<file path="src/rtl/mrst_pkg.sv">
package mrst_pkg;
    typedef enum logic [2:0] {
        ST_IDLE,
        ST_WAIT_BUS,
        ST_FETCH_PC,
        ST_FETCH_SP,
        ST_LOAD
    } mrst_state_e;

    localparam logic [3:0] IMASK_RESTART = 4'b1111;
endpackage

</file>
<file path="src/rtl/mrst_pin_qual.sv">
module mrst_pin_qual #(
    parameter int MIN_LOW = 20
) (
    input  logic clk,
    input  logic rst_n,
    input  logic mres_n,
    output logic pin_trig
);
    localparam int CW = $clog2(MIN_LOW + 1);
    localparam logic [CW-1:0] CNT_MAX = CW'(MIN_LOW);

    logic [CW-1:0] low_cnt;
    logic          pin_q;

    always_ff @(posedge clk or negedge rst_n) begin
        if (!rst_n) begin
            low_cnt <= '0;
            pin_q   <= 1'b1;
        end else begin
            pin_q <= mres_n;
            if (mres_n) begin
                low_cnt <= '0;
            end else if (low_cnt != CNT_MAX) begin
                low_cnt <= low_cnt + 1'b1;
            end
        end
    end

    // accepted only on the low-to-high transition after a long enough low
    assign pin_trig = mres_n && !pin_q && (low_cnt == CNT_MAX);


    trig_single_chk: assert property (@(posedge clk) disable iff (!rst_n)
        pin_trig |=> !pin_trig);
endmodule

</file>
<file path="src/rtl/mrst_ctrl_fsm.sv">
module mrst_ctrl_fsm
    import mrst_pkg::*;
#(
    parameter int              ADDR_W = 32,
    parameter int              DATA_W = 32,
    parameter logic [ADDR_W-1:0] PC_OFS = 'h8,
    parameter logic [ADDR_W-1:0] SP_OFS = 'hC
) (
    input  logic              clk,
    input  logic              rst_n,
    input  logic              pin_trig,
    input  logic              wdt_ovf,
    input  logic              bus_free,
    input  logic              rd_ready,
    input  logic [DATA_W-1:0] rd_data,
    output logic              rd_req,
    output logic [ADDR_W-1:0] rd_addr,
    output logic [DATA_W-1:0] pc_fetch,
    output logic [DATA_W-1:0] sp_fetch,
    output logic              load,
    output logic              busy
);
    mrst_state_e state, state_nx;

    always_comb begin
        state_nx = state;
        unique case (state)
            ST_IDLE:     if (pin_trig || wdt_ovf) state_nx = ST_WAIT_BUS;
            ST_WAIT_BUS: if (bus_free)            state_nx = ST_FETCH_PC;
            ST_FETCH_PC: if (rd_ready)            state_nx = ST_FETCH_SP;
            ST_FETCH_SP: if (rd_ready)            state_nx = ST_LOAD;
            ST_LOAD:                              state_nx = ST_IDLE;
            default:                              state_nx = ST_IDLE;
        endcase
    end

    always_ff @(posedge clk or negedge rst_n) begin
        if (!rst_n) state <= ST_IDLE;
        else        state <= state_nx;
    end

    always_ff @(posedge clk or negedge rst_n) begin
        if (!rst_n) begin
            pc_fetch <= '0;
            sp_fetch <= '0;
        end else begin
            if (state == ST_FETCH_PC && rd_ready) pc_fetch <= rd_data;
            if (state == ST_FETCH_SP && rd_ready) sp_fetch <= rd_data;
        end
    end

    always_comb begin
        rd_req  = 1'b0;
        rd_addr = '0;
        load    = 1'b0;
        busy    = 1'b1;
        unique case (state)
            ST_IDLE:     busy = 1'b0;
            ST_WAIT_BUS: ;
            ST_FETCH_PC: begin rd_req = 1'b1; rd_addr = PC_OFS; end
            ST_FETCH_SP: begin rd_req = 1'b1; rd_addr = SP_OFS; end
            ST_LOAD:     load = 1'b1;
            default:     busy = 1'b0;
        endcase
    end


    rd_hold_chk: assert property (@(posedge clk) disable iff (!rst_n)
        rd_req && !rd_ready |=> rd_req && $stable(rd_addr));


    no_rd_start_chk: assert property (@(posedge clk) disable iff (!rst_n)
        !rd_req && !bus_free |=> !rd_req);
endmodule

</file>
<file path="src/rtl/mrst_cpu_regs.sv">
module mrst_cpu_regs
    import mrst_pkg::*;
#(
    parameter int DATA_W = 32
) (
    input  logic              clk,
    input  logic              rst_n,
    input  logic              load,
    input  logic              busy,
    input  logic [DATA_W-1:0] pc_new,
    input  logic [DATA_W-1:0] sp_new,
    input  logic              core_we,
    input  logic [DATA_W-1:0] core_vbr,
    input  logic [3:0]        core_imask,
    input  logic              core_bo,
    input  logic              core_cs,
    output logic [DATA_W-1:0] pc_out,
    output logic [DATA_W-1:0] sp_out,
    output logic [DATA_W-1:0] vbr_out,
    output logic [3:0]        sr_imask,
    output logic              sr_bo,
    output logic              sr_cs,
    output logic              bank_clr,
    output logic              done
);
    always_ff @(posedge clk or negedge rst_n) begin
        if (!rst_n) begin
            pc_out   <= '0;
            sp_out   <= '0;
            vbr_out  <= '0;
            sr_imask <= IMASK_RESTART;
            sr_bo    <= 1'b0;
            sr_cs    <= 1'b0;
            bank_clr <= 1'b0;
            done     <= 1'b0;
        end else begin
            bank_clr <= load;
            done     <= load;
            if (load) begin
                pc_out   <= pc_new;
                sp_out   <= sp_new;
                vbr_out  <= '0;
                sr_imask <= IMASK_RESTART;
                sr_bo    <= 1'b0;
                sr_cs    <= 1'b0;
            end else if (core_we && !busy) begin
                vbr_out  <= core_vbr;
                sr_imask <= core_imask;
                sr_bo    <= core_bo;
                sr_cs    <= core_cs;
            end
        end
    end


    pc_sp_frozen_chk: assert property (@(posedge clk) disable iff (!rst_n)
        !done |-> $stable(pc_out) && $stable(sp_out));


    done_pulse_chk: assert property (@(posedge clk) disable iff (!rst_n)
        done |=> !done && !bank_clr);


    done_state_chk: assert property (@(posedge clk) disable iff (!rst_n)
        done |-> vbr_out == '0 && sr_imask == IMASK_RESTART && !sr_bo && !sr_cs);


    busy_wr_chk: assert property (@(posedge clk) disable iff (!rst_n)
        core_we && busy |=> vbr_out == '0 || $stable(vbr_out));
endmodule

</file>
<file path="src/rtl/mrst_seq.sv">
module mrst_seq #(
    parameter int MIN_LOW = 20
) (
    input  logic        clk,
    input  logic        rst_n,
    input  logic        mres_n,
    input  logic        wdt_ovf,
    input  logic        bus_rel,
    input  logic        dma_burst,
    input  logic        cyc_busy,
    output logic        rd_req,
    output logic [31:0] rd_addr,
    input  logic        rd_ready,
    input  logic [31:0] rd_data,
    input  logic        core_we,
    input  logic [31:0] core_vbr,
    input  logic [3:0]  core_imask,
    input  logic        core_bo,
    input  logic        core_cs,
    output logic [31:0] pc_out,
    output logic [31:0] sp_out,
    output logic [31:0] vbr_out,
    output logic [3:0]  sr_imask,
    output logic        sr_bo,
    output logic        sr_cs,
    output logic        bank_clr,
    output logic        done,
    output logic        busy
);
    localparam int W = 32;

    logic          pin_trig;
    logic          bus_free;
    logic          load;
    logic [W-1:0]  pc_fetch;
    logic [W-1:0]  sp_fetch;

    assign bus_free = !bus_rel && !dma_burst && !cyc_busy;

    mrst_pin_qual #(.MIN_LOW(MIN_LOW)) u_qual (
        .clk      (clk),
        .rst_n    (rst_n),
        .mres_n   (mres_n),
        .pin_trig (pin_trig)
    );

    mrst_ctrl_fsm #(.ADDR_W(W), .DATA_W(W)) u_fsm (
        .clk      (clk),
        .rst_n    (rst_n),
        .pin_trig (pin_trig),
        .wdt_ovf  (wdt_ovf),
        .bus_free (bus_free),
        .rd_ready (rd_ready),
        .rd_data  (rd_data),
        .rd_req   (rd_req),
        .rd_addr  (rd_addr),
        .pc_fetch (pc_fetch),
        .sp_fetch (sp_fetch),
        .load     (load),
        .busy     (busy)
    );

    mrst_cpu_regs #(.DATA_W(W)) u_regs (
        .clk        (clk),
        .rst_n      (rst_n),
        .load       (load),
        .busy       (busy),
        .pc_new     (pc_fetch),
        .sp_new     (sp_fetch),
        .core_we    (core_we),
        .core_vbr   (core_vbr),
        .core_imask (core_imask),
        .core_bo    (core_bo),
        .core_cs    (core_cs),
        .pc_out     (pc_out),
        .sp_out     (sp_out),
        .vbr_out    (vbr_out),
        .sr_imask   (sr_imask),
        .sr_bo      (sr_bo),
        .sr_cs      (sr_cs),
        .bank_clr   (bank_clr),
        .done       (done)
    );
endmodule

</file>
<file path="config.mk">
export PLATFORM = sky130hd
export DESIGN_NAME = mrst_seq
export DESIGN_NICKNAME = d
export VERILOG_FILES = /design/src/rtl/mrst_pkg.sv /design/src/rtl/mrst_pin_qual.sv /design/src/rtl/mrst_ctrl_fsm.sv /design/src/rtl/mrst_cpu_regs.sv /design/src/rtl/mrst_seq.sv
export SDC_FILE = /design/constraint.sdc
export NUM_CORES = 1
export LEC_CHECK = 0
export BUFFER_PORTS_ARGS = -buffer_cell sky130_fd_sc_hd__buf_2
export CORE_MARGIN = 4
export CORE_UTILIZATION = 53
export CTS_CLUSTER_SIZE = 30
export DETAILED_ROUTE_END_ITERATION = 16
export HOLD_SLACK_MARGIN = 0.05
export PLACE_DENSITY_LB_ADDON = 0.25
export SLEW_MARGIN = 10
export SYNTH_ARGS = -nofsm -noshare
export SYNTH_HDL_FRONTEND = slang
export SYNTH_SLANG_ARGS = --single-unit
</file>
<file path="constraint.sdc">
create_clock -name clk -period 4.4 [get_ports clk]
set_input_delay 0.44 -clock clk [delete_from_list [all_inputs] [get_ports clk]]
set_output_delay 0.44 -clock clk [all_outputs]
set_load 0.02 [all_outputs]
</file>
# [Word level (Yosys, flattened, before mapping)]
# Index checks and enable logic that the tools add are counted.
[totals] out_inout_bits=138 elab_cells=61 in_bits=79 reg_bits=176
[op_classes] n_reduce_logical=19 muxes=19 addsub=1 n_eq_ne=10
[op_table] cell="$mux 32" n=2
[op_table] cell="$mux 3" n=4
[op_table] cell="$pmux 3 s4" n=1
[op_table] cell="$mux 5" n=2
[op_table] cell="$mux 4" n=2
[op_table] cell="$pmux 4 s2" n=1
[op_table] cell="$logic_and 1x1->1" n=7
[op_table] cell="$mux 1" n=7
[op_table] cell="$eq 3x2->1 const B" n=2
[op_table] cell="$ne 2x2->1 const B" n=3
[op_table] cell="$add 5x1->5 const B" n=1
[op_table] cell="$eq 5x5->1 const B" n=1
[op_table] cell="$logic_not 1->1" n=5
[op_table] cell="$ne 5x5->1 const B" n=1
[op_table] cell="$reduce_and 4->1" n=1
[op_table] cell="$reduce_bool 2->1" n=2
[op_table] cell="$reduce_or 4->1" n=1
[op_table] cell="$eq 3x1->1 const B" n=1
[op_table] cell="$eq 3x3->1 const B" n=1
[op_table] cell="$logic_not 3->1" n=1
[op_table] cell="$ne 2x1->1 const B" n=1
[op_table] cell="$reduce_or 2->1" n=1
[op_table] cell="$logic_or 1x1->1" n=1

# [Depth between registers and ports, before layout]
# Gate-level depths: netlist of the first run.
[logic_depth] depth_word=7 mapped_depth=8 ltp_nobuf=6

# [Modules after synthesis]
# A second synthesis of the first run with hierarchy kept.
[hier_totals] hier_cells=525 hier_area_um2=7706.1
[modules_own_cells] module="mrst_cpu_regs" cells_each=308 seq_area_each_um2=2582.5 area_each_um2=4398.0 n_inst=1
[modules_own_cells] module="mrst_ctrl_fsm" cells_each=187 seq_area_each_um2=1676.6 area_each_um2=2961.6 n_inst=1
[modules_own_cells] module="mrst_pin_qual" cells_each=29 seq_area_each_um2=151.4 area_each_um2=336.6 n_inst=1
[modules_own_cells] module="mrst_seq" cells_each=1 seq_area_each_um2=0.0 area_each_um2=10.0 n_inst=1

# [Least setup slack after synthesis of the first run]
# Ideal clock, no wire load.
[synth_path] path_type="reg2reg" from="register u_qual.low_cnt[0]" to="register u_fsm.state[0]" period_less_slack_ns=1.626 t_required_ns=4.272 slack_ns=2.774 path_stages_with_launch=7 path_buffers=0 setup_time_ns=0.128 t_arrival_ns=1.499 cell_sequence="dfrtp_1 inv_1 ha_1 nand4b_4 o311ai_0 o311ai_1 mux2_1"
[synth_between] elab_chain_len=5
[synth_rtl] item="from (decl)" line_no="mrst_pin_qual.sv:12" text="logic [CW-1:0] low_cnt;"
[synth_rtl] item="from (signal assigned)" line_no="mrst_pin_qual.sv:24" text="low_cnt <= low_cnt + 1'b1;"
[synth_rtl] item="$eq 5x5->1" line_no="mrst_pin_qual.sv:30" text="assign pin_trig = mres_n && !pin_q && (low_cnt == CNT_MAX);"
[synth_rtl] item="$logic_and 1x1->1" line_no="mrst_pin_qual.sv:30"
[synth_rtl] item="$logic_or 1x1->1" line_no="mrst_ctrl_fsm.sv:28" text="ST_IDLE: if (pin_trig || wdt_ovf) state_nx = ST_WAIT_BUS;"
[synth_rtl] item="$ne 2x1->1 (no line)"
[synth_rtl] item="$reduce_and 4->1 (no line)"
[synth_rtl] item="to (signal assigned)" line_no="mrst_ctrl_fsm.sv:39" text="else state <= state_nx;"
[synth_rtl] item="to (decl)" line_no="mrst_ctrl_fsm.sv:23" text="mrst_state_e state, state_nx;"
# No other way between the ends.
# A chain may end at the register's enable or synchronous reset.

# [Worst setup path after layout of the first run]
[layout_path] from="register u_fsm.state[2]" to="register u_regs.vbr_out[26]"
[layout_between] elab_chain_len=6 word_cells_on_any_way=11 classes_between="eq/ne: 4; mux: 3; reduce/logical: 4"
[layout_rtl] item="$eq 3x1->1 (tied with other cells)" line_no="mrst_ctrl_fsm.sv:57" text="unique case (state)"
[layout_rtl] item="$reduce_or 4->1 (no line)"
[layout_rtl] item="$mux 1" line_no="mrst_ctrl_fsm.sv:57"
[layout_rtl] item="$logic_not 1->1" line_no="mrst_cpu_regs.sv:46" text="end else if (core_we && !busy) begin"
[layout_rtl] item="$logic_and 1x1->1" line_no="mrst_cpu_regs.sv:46"
[layout_rtl] item="$reduce_bool 2->1 (no line)"
[layout_rtl] item="to (signal assigned)" line_no="mrst_cpu_regs.sv:47" text="vbr_out <= core_vbr;"
[layout_rtl] item="to (decl)" line_no="mrst_cpu_regs.sv:19" text="output logic [DATA_W-1:0] vbr_out,"
# Parallel ways exist; a longest one is shown, timed or not.

==> flow_summary.yaml, run 1 <==
timing:
  fin_crit_sh_pct: 53.9
  rsz0062_at_grt: "false"
  max_slew_margin_pct: 22.2
  worst_slew_pin_slew_ns: 1.16
  fin_skew_ns: 0.00852
  period_needed_ns: 2.37
  fmax_mhz: 421
  setup_viol_count_final: 0
  drv_slew: 0
  hold_viol: 0
  setup_tns_ns: 0
layout:
  fillers: 1043
  multi_input_area_um2: 2350
  areaGrowthSynthToFinish_pct: 20.9
  layout_commonest_cell: "nand2_1"
  fin_nets: 910
  diodes: 0
  drive_gt1_share_pct: 34.9
  seq_area_um2: 4410
  final_cell_mix: "nand2_1, buf_2, dfrtp_1"
global_routing:
  grt_usage_pct: 20.5
  antenna_found_initial: 2
  grt_start_max_net_pins: 108
  grt_pass1_wl_mm: 25.6
  grt_pass1_vias: 5090
  grt_overflow: 0
synth:
  avgSynthCellArea_um2: 11.1
  synth_cell_types: 32
  yosys.area.top_type: "dfrtp_1"
  yosys.area.top_type_share_pct: 59.2
  netlist_top_cells_area: "dfrtp_1, nand2_1, mux2_4"
  async_flop_share_pct: 100
  synth_seq_cells: 176
  yosysSeqAreaShare_pct: 61.0
  netlist_area_um2: 7230
  synth_edf_count: 0
  syn_inst: 654
  yosys_warnings: 0
  synth-main-ff-cell: "dfrtp_1"
power:
  vdd_drop_max_uv: 409
  power.density_nw_per_um2: 768
  p_total_mw: 6.71
  p_leak_nw: 4.86
worst_setup_path:
  reg2reg_slack_ns: 2.03
  cp-start-kind: "flip-flop"
  worstPathRequired_ns: 4.73
  ff2ff_path_depth: 5
  reg2reg_to: "u_regs.vbr_out[26]$_DFFE_PN0P_"
  critPathBufInv: 1
  cp.arrival_ns: 2.70
  slowest_delay_ns: 0.88
  crit_fanout: 57
  timing.rr.start: "u_fsm.state[2]$_DFFE_PN0P_"
  criticalPathCategory: "flip-flop to flip-flop"
  crit_chain: "nor3_1 > o21ai_4 > buf_4 > nand3_1 > o21ai_0"
  crit_family: "compound AO/OA/AOI/OAI gates"
  slowest_stage: "o21ai_4"
  worstSetupEndpointType: "flip-flop"
clock_tree:
  cts_hold_buf: 0
  postCtsSetupBuffers: 0
  tritoncts: "done"
  clock-root-buffer: "clkbuf_16"
  clkLatencyLatePin_ns: 0.41
  cts.repair.resized: 0
  ctsHtreeMaxLevel: 4
  cts_buffer_depth: 2
  numCtsBuffers: 17
  clkTransAtPathRegs_ns: 0.06
  numClockSinks: 176
floorplanning:
  coreArea_um2: 13300
  placementRows: 42
  die_h_um: 125
  io_pins: 217
  dieArea_um2: 15600
  die_w_um: 125
  initial_core_util_pct: 54.4
routing:
  totalWireLength_mm: 15.5
  route.detailed.drc: 0
  postRouteAntennaNets: 0
  drt-pass1-iter-count: 4
  drt_iter0_drc: 321
  vias_per_cell: 4.87
  wl_per_cell_um: 15.3
  vias: 4945
place:
  gp_congestion: 0.820
  portBuffers: 186
  dp_hpwl_mm: 10.4
min_path:
  hold_class: "input pin to asynchronous set/reset pin"
outcome:
  status: "finished, final reports clean"
flow_run:
  maxCapViolations: 0
through the flow:
stage	hold slack, ns	utilization [%]	instance area, um2	instances	setup slack, ns
after detailed placement	0.451	61.1	8130	986	2.07
after global routing	0.166	65.7	8740	1016	1.78
after floorplan	0.144	-	7340	683	2.77
after CTS	0.162	65.7	8740	1016	2.03
after global placement	0.439	61.1	8130	986	2.20
final	0.116	65.7	8740	1016	2.03
logic make-up (layout without fill, tap and decap cells):
kind of cell	Yosys count	count (layout)	synth area share [%]
muxes	65	65	11.6
adders and majority gates	2	2	0.346
AOI/OAI and AO/OA	45	45	3.36
DFF	176	176	61.0
buffers and inverters	105	262	8.20
other	1	30	0.0519
xor gates and xnor gates	5	5	0.606
and+or+nand+nor	255	255	14.8
sequential cells by signal (all words and copies together) (netlist names):
signal,flops
u_regs.pc_out,32
u_fsm.pc_fetch,32
u_fsm.state,3
u_regs.vbr_out,32
u_fsm.sp_fetch,32
u_regs.bank_clr,1
u_qual.low_cnt,5
u_regs.sr_cs,1
u_qual.pin_q,1
u_regs.sr_bo,1
u_regs.sr_imask,4
u_regs.sp_out,32
final cells by class:
cell class	count	area share (%)
Inverter	40	1.72
Clock inverter	6	1.49
Sequential cell	176	50.5
Multi-Input combinational cell	402	26.9
Tap cell	176	2.52
Timing Repair Buffer	192	11.4
Clock buffer	24	5.51
how the worst max path moves through the flow:
stage          slack (ns)                          start                        endpoint  cells after the start
6_report             2.03     u_fsm.state[2]$_DFFE_PN0P_  u_regs.vbr_out[26]$_DFFE_PN0P_                      5
5_1_grt              1.78     u_fsm.state[2]$_DFFE_PN0P_  u_regs.vbr_out[26]$_DFFE_PN0P_                      5
4_1_cts              2.03     u_fsm.state[2]$_DFFE_PN0P_  u_regs.vbr_out[26]$_DFFE_PN0P_                      5
3_5_place_dp         2.07     u_fsm.state[2]$_DFFE_PN0P_  u_regs.vbr_out[26]$_DFFE_PN0P_                      5
3_3_place_gp         2.20     u_fsm.state[2]$_DFFE_PN0P_  u_regs.vbr_out[25]$_DFFE_PN0P_                      5
2_1_floorplan        2.77  u_qual.low_cnt[0]$_DFFE_PN0P_      u_fsm.state[0]$_DFFE_PN0P_                      6
synthesized netlist by cell type, types with 2 or more instances:
cell,n
dfrtp_1,171
nor3_1,2
nor2_1,19
a21oi_1,6
inv_2,2
nand3_1,35
xor2_1,3
inv_1,38
xnor2_1,2
buf_4,37
mux2_4,29
nand2_1,193
dfstp_2,5
clkbuf_1,15
o21ai_0,34
buf_6,7
mux2_2,33
buf_2,6
ha_1,2
mux2_1,3
where the power goes:
group | internal [mW] | switching, mW | total [mW]
Sequential | 2.37 | 0.426 | 2.79
Combinational | 0.974 | 1.38 | 2.35
Clock | 0.989 | 0.572 | 1.56
Total | 4.33 | 2.38 | 6.71
per-layer routing:
layer  part of all wire (%)  global-route usage (%)  vias to the layer above
li1                       -                       -                     2365
met1                     43                    25.9                     2400
met2                     50                    33.6                      151
met3                    5.5                    6.00                       25
met4                    1.9                    7.87                        4
met5                   0.17                       0                        -
Power figures use the tool's default switching activity.
==> run 2, diff against run 1 <==
ABC_AREA = 1   (was not set)
CORE_UTILIZATION = 52   (was 53)
clock period = 2.4 ns   (was 4.4 ns; I/O delays follow)
==> run 2 against run 1 <==
Power increased by 78%. Core utilization decreased by 0.26 points. Critical path type is now flip-flop to primary output. Global-route usage increased by 0.53 points. Register-to-register slack got worse by 1.3 ns. Wire length increased by 7.1%.
==> flow_summary.yaml, run 2 <==
outcome:
  status: "finished, final reports clean"
floorplanning:
  die_w_um: 127
  initial_core_util_pct: 53.0
  placementRows: 43
  coreArea_um2: 13800
  dieArea_um2: 16000
  die_h_um: 127
  io_pins: 217
synth:
  syn_inst: 764
  synth_seq_cells: 176
  synth-main-ff-cell: "dfrtp_1"
  yosys.area.top_type: "dfrtp_1"
  yosys.area.top_type_share_pct: 58.4
  yosys_warnings: 0
  synth_edf_count: 0
  avgSynthCellArea_um2: 9.59
  netlist_top_cells_area: "dfrtp_1, nand2_1, o21ai_0"
  netlist_area_um2: 7320
  yosysSeqAreaShare_pct: 60.2
  async_flop_share_pct: 100
  synth.most_common_cell: "nand2_1"
  synth_cell_types: 33
  netlist_top_cells_count: "nand2_1, dfrtp_1, o21ai_0"
global_routing:
  grt_pass1_vias: 5426
  grt_start_max_net_pins: 66
  antenna_found_initial: 0
  grt_usage_pct: 21.0
  grt_pass1_wl_mm: 27.3
  grt_overflow: 0
clock_tree:
  cts_buffer_depth: 2
  clkTransAtPathRegs_ns: 0.06
  tritoncts: "done"
  clock-root-buffer: "clkbuf_16"
  postCtsSetupBuffers: 0
  ctsHtreeMaxLevel: 4
  clkLatencyLatePin_ns: 0.42
  numCtsBuffers: 17
  numClockSinks: 176
timing:
  fin_crit_sh_pct: 80.3
  whs_ns: 0.0553
  max_slew_margin_pct: 60.6
  hold_viol: 0
  setup_tns_ns: 0
  setup_viol_count_final: 0
  fmax_mhz: 519
  fin_skew_ns: 0.00793
  drv_slew: 0
  rsz0062_at_grt: "false"
  worst_slew_pin_slew_ns: 0.590
  period_needed_ns: 1.93
worst_setup_path:
  criticalPathCategory: "flip-flop to primary output"
  worstSetupEndpointType: "primary output"
  reg2reg_slack_ns: 0.73
  timing.rr.start: "u_fsm.state[1]$_DFFE_PN0P_"
  worstPathRequired_ns: 2.16
  cp-start-kind: "flip-flop"
  ff2ff_path_depth: 7
  reg2reg_to: "u_fsm.sp_fetch[17]$_DFFE_PN0P_"
  cp.arrival_ns: 1.69
  crit_fanout: 11
min_path:
  hp-start: "rd_data[29]"
  hold_class: "input pin to flip-flop"
  min_to: "u_fsm.sp_fetch[29]$_DFFE_PN0P_"
  worstHoldPathCells: 3
power:
  p_leak_nw: 4.89
  p_comb_share_pct: 37.1
  p_sw_mw: 4.64
  p_total_mw: 11.9
  power.density_nw_per_um2: 1320
  power.internal_mw: 7.28
  vdd_drop_max_uv: 757
  clock_power_share_pct: 21.5
  seqPwrFrac_pct: 41.5
  switching_share_pct: 38.9
layout:
  final_cells: 1158
  layout_commonest_cell: "nand2_1"
  drive_gt1_share_pct: 26.9
  final_cell_mix: "nand2_1, buf_2, dfrtp_1"
  finish.utilization_pct: 65.5
  fillers: 1154
  diodes: 0
  areaGrowthSynthToFinish_pct: 23.6
  fin_nets: 1046
routing:
  drt-pass1-iter-count: 4
  drt_iter0_drc: 346
  wl_per_cell_um: 14.4
  route.detailed.drc: 0
  vias: 5772
  postRouteAntennaNets: 0
  vias_per_cell: 4.98
  totalWireLength_mm: 16.6
place:
  portBuffers: 186
  dp_hpwl_mm: 11.2
  gp_congestion: 0.800
  placedCellCount: 1096
flow_run:
  maxCapViolations: 0
==> run 2: cell count changes after synthesis, sizes merged, moves of 15 or more <==
cell   previous run  this run
o21ai            35       100
nand4             1        37
inv              40        62
buf              50        65
mux2             65         0
nand2           194       244
==> run 2: critical path, cell delays in order (launching register included) <==
cell	delay (ns)
dfrtp_1	0.41
inv_1	0.08
nand2_1	0.30
buf_4	0.25
nand2_1	0.07
buf_2	0.16
==> run 2: worst max path at each step <==
stage                          startpoint                             end  slack (ns)  depth (start not counted)
3_3_place_gp   u_fsm.state[2]$_DFFE_PN0P_   u_regs.vbr_out[4]$_DFFE_PN0P_        0.79                          6
4_1_cts        u_fsm.state[2]$_DFFE_PN0P_                            busy        0.46                          5
2_1_floorplan  u_fsm.state[0]$_DFFE_PN0P_                            busy        1.02                          6
6_report       u_fsm.state[2]$_DFFE_PN0P_                            busy        0.47                          5
5_1_grt        u_fsm.state[2]$_DFFE_PN0P_                            busy        0.33                          5
3_5_place_dp   u_fsm.state[1]$_DFFE_PN0P_  u_fsm.sp_fetch[30]$_DFFE_PN0P_        0.72                          6
==> run 2: cell families (layout without fill, tap and decap cells) <==
| group | after synthesis | after routing | synth area share, % |
|---|---|---|---|
| AO/OA/AOI/OAI | 107 | 107 | 7.53 |
| XOR/XNOR | 2 | 2 | 0.239 |
| flip-flops | 176 | 176 | 60.2 |
| other | 1 | 30 | 0.0512 |
| adder cells (fa/ha/maj) | 2 | 2 | 0.342 |
| buffers and inverters | 140 | 325 | 10.5 |
| AND/OR/NAND/NOR | 336 | 336 | 21.2 |
==> run 2: metrics by stage <==
stage | area, um2 | worst slack, ns
floorplan | 7430 | 1.02
global placement | 8200 | 0.793
detailed placement | 8200 | 0.718
CTS | 9050 | 0.456
global route | 9050 | 0.334
finish | 9050 | 0.474
==> run 2: layer usage <==
metal	up-vias	global-route usage, %	wire length (um)
met3	26	5.35	1220
li1	2803	-	-
met1	2740	29.4	7300
met5	-	0	0
met4	0	7.13	297
met2	203	32.3	7800
==> run 2: layout make-up <==
| class | count | area [um2] | share of cell area, % |
|---|---|---|---|
| timing repair buffer | 230 | 1370 | 15.1 |
| inverter | 63 | 240 | 2.65 |
| sequential | 176 | 4410 | 48.7 |
| tap | 180 | 225 | 2.49 |
| clock inverter | 6 | 61.3 | 0.677 |
| clock buffer | 26 | 489 | 5.41 |
| multi-input combinational | 477 | 2260 | 24.9 |
==> run 2: repair_timing <==
item / 4_1_cts / 5_1_grt
endpoints found under the hold margin: 85 / 0
endpoints found under the setup margin: 0 / 0
resized for setup: 0 / 0
hold buffers: 30 / 0
==> run 2: power by group through the flow <==
stage	sequential [mW]	combinational [mW]	clock, mW
after floorplan	5.86	2.13	0
after global placement	4.96	4.31	0
after detailed placement	5.00	4.40	0
after CTS	4.96	4.47	2.63
after global routing	5.10	4.93	2.75
final	4.94	4.42	2.56
